File: src/rtl/ldst_agen_pkg.sv
// Shared encodings for the load-store address unit.
// Assumes 2-bit mode fields; unused codes fall back to the plain behaviour.
package ldst_agen_pkg;
    typedef enum logic [1:0] {
        IDX_PLAIN = 2'd0,
        IDX_PRE   = 2'd1,
        IDX_POST  = 2'd2,
        IDX_RSVD  = 2'd3
    } idx_mode_e;

    typedef enum logic [1:0] {
        WID_FULL  = 2'd0,
        WID_ZERO  = 2'd1,
        WID_SIGN  = 2'd2,
        WID_RSVD  = 2'd3
    } widen_e;

    localparam int unsigned NUM_LD_SIZES = 4;
endpackage

File: src/rtl/ldst_offset_gen.sv
// Forms the offset added to the base: a sign-extended immediate, or a
// register value widened from its low half and shifted left.
// Assumes XLEN is even and larger than IMM_W.
module ldst_offset_gen #(
    parameter int unsigned XLEN  = 64,
    parameter int unsigned IMM_W = 12,
    parameter int unsigned SH_W  = 3
) (
    input  logic            off_sel_i,
    input  logic [IMM_W-1:0] imm_i,
    input  logic [XLEN-1:0] reg_off_i,
    input  logic [1:0]      ext_mode_i,
    input  logic [SH_W-1:0] shamt_i,
    output logic [XLEN-1:0] offset_o
);
    import ldst_agen_pkg::*;
    localparam int unsigned HALF = XLEN / 2;

    logic [XLEN-1:0] imm_wide;
    logic [XLEN-1:0] reg_wide;
    logic [XLEN-1:0] reg_scaled;

    // Sign-extend the immediate to full width.
    always_comb imm_wide = {{(XLEN-IMM_W){imm_i[IMM_W-1]}}, imm_i};

    // Widen the register offset as the extension mode asks.
    always_comb begin
        unique case (widen_e'(ext_mode_i))
            WID_ZERO: reg_wide = {{HALF{1'b0}}, reg_off_i[HALF-1:0]};
            WID_SIGN: reg_wide = {{HALF{reg_off_i[HALF-1]}}, reg_off_i[HALF-1:0]};
            default:  reg_wide = reg_off_i;
        endcase
    end

    // Scale the register offset; immediates stay unscaled.
    always_comb reg_scaled = reg_wide << shamt_i;

    // Pick the offset source.
    always_comb offset_o = off_sel_i ? reg_scaled : imm_wide;
endmodule

File: src/rtl/ldst_addr_calc.sv
// Computes access address, pair address and writeback value from base and
// offset according to the indexing mode. Purely combinational.
module ldst_addr_calc #(
    parameter int unsigned XLEN   = 64,
    parameter int unsigned SIZE_W = 3
) (
    input  logic [XLEN-1:0]   base_i,
    input  logic [XLEN-1:0]   offset_i,
    input  logic [1:0]        idx_mode_i,
    input  logic [SIZE_W-1:0] size_i,
    output logic [XLEN-1:0]   addr_o,
    output logic [XLEN-1:0]   addr2_o,
    output logic              wb_en_o,
    output logic [XLEN-1:0]   wb_val_o
);
    import ldst_agen_pkg::*;

    logic [XLEN-1:0] sum;
    logic [XLEN-1:0] step;

    // Base plus offset, shared by address and writeback.
    always_comb sum = base_i + offset_i;

    // Element stride in bytes for the second pair address.
    always_comb step = {{(XLEN-1){1'b0}}, 1'b1} << size_i;

    // Select address and writeback by indexing mode.
    always_comb begin
        unique case (idx_mode_e'(idx_mode_i))
            IDX_PRE: begin
                addr_o  = sum;
                wb_en_o = 1'b1;
            end
            IDX_POST: begin
                addr_o  = base_i;
                wb_en_o = 1'b1;
            end
            default: begin
                addr_o  = sum;
                wb_en_o = 1'b0;
            end
        endcase
        wb_val_o = sum;
    end

    // Second address of a pair transfer.
    always_comb addr2_o = addr_o + step;
endmodule

File: src/rtl/ldst_load_shaper.sv
// Extracts a byte, half-word, word or double-word from returned data and
// zero- or sign-extends it; a 32-bit destination clears the upper half.
module ldst_load_shaper #(
    parameter int unsigned XLEN = 64
) (
    input  logic [XLEN-1:0] raw_i,
    input  logic [1:0]      size_i,
    input  logic            signed_i,
    input  logic            dst64_i,
    output logic [XLEN-1:0] data_o
);
    import ldst_agen_pkg::*;
    localparam int unsigned HALF = XLEN / 2;

    logic [XLEN-1:0] cand [NUM_LD_SIZES];
    logic [XLEN-1:0] picked;

    // One extended candidate per element size.
    for (genvar g = 0; g < NUM_LD_SIZES; g++) begin : g_size
        localparam int unsigned EW = 8 << g;
        if (EW < XLEN) begin : g_ext
            logic fill;
            assign fill    = signed_i & raw_i[EW-1];
            assign cand[g] = {{(XLEN-EW){fill}}, raw_i[EW-1:0]};
        end else begin : g_full
            assign cand[g] = raw_i;
        end
    end

    // Choose the candidate for the requested size.
    always_comb picked = cand[size_i];

    // Narrow destinations keep only the low half.
    always_comb data_o = dst64_i ? picked : {{HALF{1'b0}}, picked[HALF-1:0]};
endmodule

File: src/rtl/ldst_agen.sv
// Top of the load-store address unit. Registers one request per accepted
// input cycle; the load shaping path is combinational.
// Assumes the memory side consumes the request the cycle it is valid.
module ldst_agen #(
    parameter int unsigned XLEN   = 64,
    parameter int unsigned IMM_W  = 12,
    parameter int unsigned SH_W   = 3,
    parameter int unsigned SIZE_W = 3
) (
    input  logic              clk,
    input  logic              rst_n,
    input  logic              req_valid_i,
    input  logic [XLEN-1:0]   base_i,
    input  logic              off_sel_i,
    input  logic [IMM_W-1:0]  imm_i,
    input  logic [XLEN-1:0]   reg_off_i,
    input  logic [1:0]        ext_mode_i,
    input  logic [SH_W-1:0]   shamt_i,
    input  logic [1:0]        idx_mode_i,
    input  logic [SIZE_W-1:0] size_i,
    input  logic              store_i,
    input  logic              pair_i,
    output logic              mreq_valid_o,
    output logic [XLEN-1:0]   mreq_addr_o,
    output logic [XLEN-1:0]   mreq_addr2_o,
    output logic [SIZE_W-1:0] mreq_size_o,
    output logic              mreq_we_o,
    output logic              mreq_pair_o,
    output logic              wb_en_o,
    output logic [XLEN-1:0]   wb_val_o,
    input  logic [XLEN-1:0]   ld_raw_i,
    input  logic [1:0]        ld_size_i,
    input  logic              ld_signed_i,
    input  logic              ld_dst64_i,
    output logic [XLEN-1:0]   ld_data_o
);
    logic [XLEN-1:0] offset;
    logic [XLEN-1:0] addr_c;
    logic [XLEN-1:0] addr2_c;
    logic            wb_en_c;
    logic [XLEN-1:0] wb_val_c;

    ldst_offset_gen #(.XLEN(XLEN), .IMM_W(IMM_W), .SH_W(SH_W)) u_off (
        .off_sel_i  (off_sel_i),
        .imm_i      (imm_i),
        .reg_off_i  (reg_off_i),
        .ext_mode_i (ext_mode_i),
        .shamt_i    (shamt_i),
        .offset_o   (offset)
    );

    ldst_addr_calc #(.XLEN(XLEN), .SIZE_W(SIZE_W)) u_addr (
        .base_i     (base_i),
        .offset_i   (offset),
        .idx_mode_i (idx_mode_i),
        .size_i     (size_i),
        .addr_o     (addr_c),
        .addr2_o    (addr2_c),
        .wb_en_o    (wb_en_c),
        .wb_val_o   (wb_val_c)
    );

    ldst_load_shaper #(.XLEN(XLEN)) u_shape (
        .raw_i    (ld_raw_i),
        .size_i   (ld_size_i),
        .signed_i (ld_signed_i),
        .dst64_i  (ld_dst64_i),
        .data_o   (ld_data_o)
    );

    // Valid and writeback-enable stage, cleared by reset.
    always_ff @(posedge clk) begin
        if (!rst_n) begin
            mreq_valid_o <= 1'b0;
            wb_en_o      <= 1'b0;
        end else begin
            mreq_valid_o <= req_valid_i;
            wb_en_o      <= req_valid_i & wb_en_c;
        end
    end

    // Request payload stage, loaded on each accepted request.
    always_ff @(posedge clk) begin
        if (!rst_n) begin
            mreq_addr_o  <= '0;
            mreq_addr2_o <= '0;
            mreq_size_o  <= '0;
            mreq_we_o    <= 1'b0;
            mreq_pair_o  <= 1'b0;
            wb_val_o     <= '0;
        end else if (req_valid_i) begin
            mreq_addr_o  <= addr_c;
            mreq_addr2_o <= addr2_c;
            mreq_size_o  <= size_i;
            mreq_we_o    <= store_i;
            mreq_pair_o  <= pair_i;
            wb_val_o     <= wb_val_c;
        end
    end
endmodule

File: config.mk
export PLATFORM = sky130hd
export DESIGN_NAME = ldst_agen
export DESIGN_NICKNAME = d
export VERILOG_FILES = /design/src/rtl/ldst_agen_pkg.sv /design/src/rtl/ldst_offset_gen.sv /design/src/rtl/ldst_addr_calc.sv /design/src/rtl/ldst_load_shaper.sv /design/src/rtl/ldst_agen.sv
export SDC_FILE = /design/constraint.sdc
export NUM_CORES = 1
export LEC_CHECK = 0
export BUFFER_PORTS_ARGS = -buffer_cell sky130_fd_sc_hd__buf_2
export CORE_MARGIN = 5
export CORE_UTILIZATION = 50
export CTS_CLUSTER_SIZE = 40
export DETAILED_ROUTE_END_ITERATION = 8
export PLACE_DENSITY = 0.74
export SLEW_MARGIN = 5
export SYNTH_ARGS = -nofsm -noshare
export SYNTH_HDL_FRONTEND = slang
export SYNTH_SLANG_ARGS = --single-unit
File: constraint.sdc
create_clock -name clk -period 10.01 [get_ports clk]
set_clock_uncertainty 0.2 [all_clocks]
set_input_delay 0 -clock clk [delete_from_list [all_inputs] [get_ports clk]]
set_output_delay 0 -clock clk [all_outputs]
set_load 0.005 [all_outputs]
==> flow_summary_export.csv <==
group,metric,value,unit
status,status,"complete, no violations",
synthesis,synth_compound_area_frac,0.251,
clock_network,ctsHtreeMaxLevel,4,
timing,final.period_utilization,0.667,
worst_setup_path,worstPathArrival,6860,ps
clock_network,post_cts_resized,0,
worst_setup_path,crit_start,"shamt_i[2]",
worst_setup_path,slowest_stage,"inv_1",
timing,max_clock_freq,150,MHz
timing,drv_slew,0,
worst_setup_path,max_stage_delay,680,ps
timing,min_period,6680,ps
die,fp.coreArea,0.0357,mm^2
finish,mostFrequentLayoutCells,"buf_2, nor2_1, nand2_1, a21oi_1, dfxtp_1",
synthesis,synth_mux_area_frac,0.136,
clock_network,root_buffer,"clkbuf_16",
clock_network,clk_pin_slew,70,ps
finish,finish.net_count,3097,
worst_setup_path,required,10180,ps
finish,drive_above_1_share,0.228,
timing,worst_pin_slew,1210,ps
route,wl_per_cell,22.2,um
synthesis,synth_top_family_by_area,"compound AO/OA/AOI/OAI gates",
finish,fill_cells,3339,
die,fp.dieArea,0.0400,mm^2
timing,hold_viol,0,
synthesis,ys_types,100,
worst_setup_path,crit_type,"input port to flop",
synthesis,synthAdderAreaFrac,0.0535,
synthesis,synth-simple-area-share,0.247,
synthesis,yosysWarnings,0,
job,drv_cap,0,
route,via_per_inst,6.19,
die,pin_count,487,
place,placedCellCount,3188,
die,floorplan.initialDensity,0.507,
worst_setup_path,critPathCaptureType,"flop",
synthesis,syn_area_per_cell,7.41,um^2
finish,multi_input_area,0.0131,mm^2
global_routing,grt_pass1_wl,107,mm
worst_setup_path,cp_common_cell,"a21oi_1",
worst_setup_path,cp_max_fo,65,
synthesis,synth_nets,2737,
timing,rsz0062_at_grt,"no",
clock_network,cts_buffers,17,
clock_network,cts.sinks,199,
timing,setup_ws,3330,ps
synthesis,synth_area,0.0181,mm^2
worst_setup_path,r2r_start,"mreq_addr2_o[25]",
die,rows,69,
finish,seqCellArea,0.00398,mm^2
route,dr.pass1.iters,6,
place,io_buffers,472,
clock_network,clk_latency,440,ps
worst_setup_path,critPathTopFamily,"simple AND/OR/NAND/NOR gates",
pwr,peakVddDrop,0.111,mV
timing,final-setup-viol-count,0,
route,drt_wl_total,72.6,mm
worst_setup_path,crit_buf_inv,3,
synthesis,synthArstFlopShare,0,
synthesis,synth.ff_latch_count,199,
place,hpwl,58.7,mm
die,chipHeight,200,um
worst_setup_path,startpoint_type,"input port",
synthesis,seq_area_frac_synth,0.220,
synthesis,synthCells,2437,
die,die_width,200,um
timing,slew-limit-headroom,0.197,
clock_network,clockBufferDepth,2,
route,postRouteAntennaNets,0,
clock_network,cts_tree,"yes",
route,num_vias,20300,
global_routing,overflow,0,
global_routing,grt_usage,0.343,
pwr,powerDensity,149,mW/mm^2
place,gp_congestion,0.996,
finish,final_common_cell,"buf_2",
timing,tns,0,ps
pwr,leakage,0.00951,uW
finish,syn_to_final_growth,18.6,%
route,drt_iter0_drc,1787,
worst_hold_path,hold_path.class,"input port to output port",
global_routing,grt_pass1_vias,18100,
synthesis,synth_edf_count,0,
global_routing,antenna_found_initial,1,
global_routing,grt_max_degree,102,
worst_hold_path,hp-start,"ld_raw_i[7]",
route,drc,0,
place,pre_cts_slack,2980,ps
synthesis,ys.flop_type,"dfxtp_1",
pwr,power.total,3200,uW
finish,stdcell_count,3272,
synthesis,synthXorXnorAreaFrac,0.0382,
-- kinds of logic after synthesis --
logic type	count (synthesis)
DFF	199
muxes	207
AOI/OAI and AO/OA	713
adders and majority gates	76
xor gates and xnor gates	77
and+or+nand+nor	927
buffers and inverters	238
-- final timing paths --
kind | to | slack [ps] | cells past startpoint
min reg2reg | wb_val_o[2] | 270 | 2
min | ld_data_o[7] | 0.9 | 2
max reg2reg | mreq_addr2_o[25] | 8970 | 3
max | mreq_addr2_o[54] | 3330 | 25
-- where the power goes --
| group | total (uW) | leakage [uW] | internal [uW] | switching [uW] |
|---|---|---|---|---|
| combinational | 1510 | 0.00756 | 568 | 939 |
| sequential | 962 | 0.00165 | 893 | 68.8 |
| clock | 729 | 0.000296 | 401 | 328 |
-- sequential cells by signal, summed over array words and instances (netlist names) --
register and cells:
mreq_valid_o 1, mreq_size_o 3, wb_en_o 1, mreq_pair_o 1
wb_val_o 64, mreq_addr2_o 64, mreq_we_o 1, mreq_addr_o 64
-- timing repair --
action | 4_1_cts | 5_1_grt
setup buffers | 0 | 0
hold buffers | 51 | 0
hold endpoints to repair | 72 | 0
-- Yosys cell counts (all sizes together), types with 48 or more instances --
master | count | area [um^2]
nor2 | 297 | 1120
a21oi | 242 | 1230
a211oi | 66 | 495
dfxtp | 199 | 3980
nand2 | 255 | 965
clkbuf | 133 | 499
nand3 | 77 | 385
nand4 | 48 | 307
ha | 74 | 926
mux2i | 138 | 1380
nor3 | 61 | 327
xnor2 | 54 | 488
o21ai | 170 | 866
buf | 59 | 310
-- layout make-up --
cell class	instances	area share
inverter	46	0.00817
clock inverter	14	0.00864
sequential	199	0.186
tap	461	0.0269
antenna	1	0.000117
clock buffer	18	0.0200
timing repair buffer	533	0.138
multi-input combinational	2000	0.612
-- through the flow --
stage	utilization	hold slack, ps	instance area, um^2
after floorplan	-	-119	18100
after global placement	0.569	-200	20300
after detailed placement	0.569	-200	20300
after CTS	0.601	0.304	21400
after global routing	0.601	14.3	21400
final	0.601	0.865	21400
-- metal layers --
layer	GRT usage	up-vias	part of all wire
met2	0.511	1012	0.43
li1	-	9656	-
met4	0.0891	0	0.025
met3	0.0643	83	0.10
met1	0.509	9506	0.45
met5	0	-	0
Note: power is estimated with default switching activity, not from simulation.
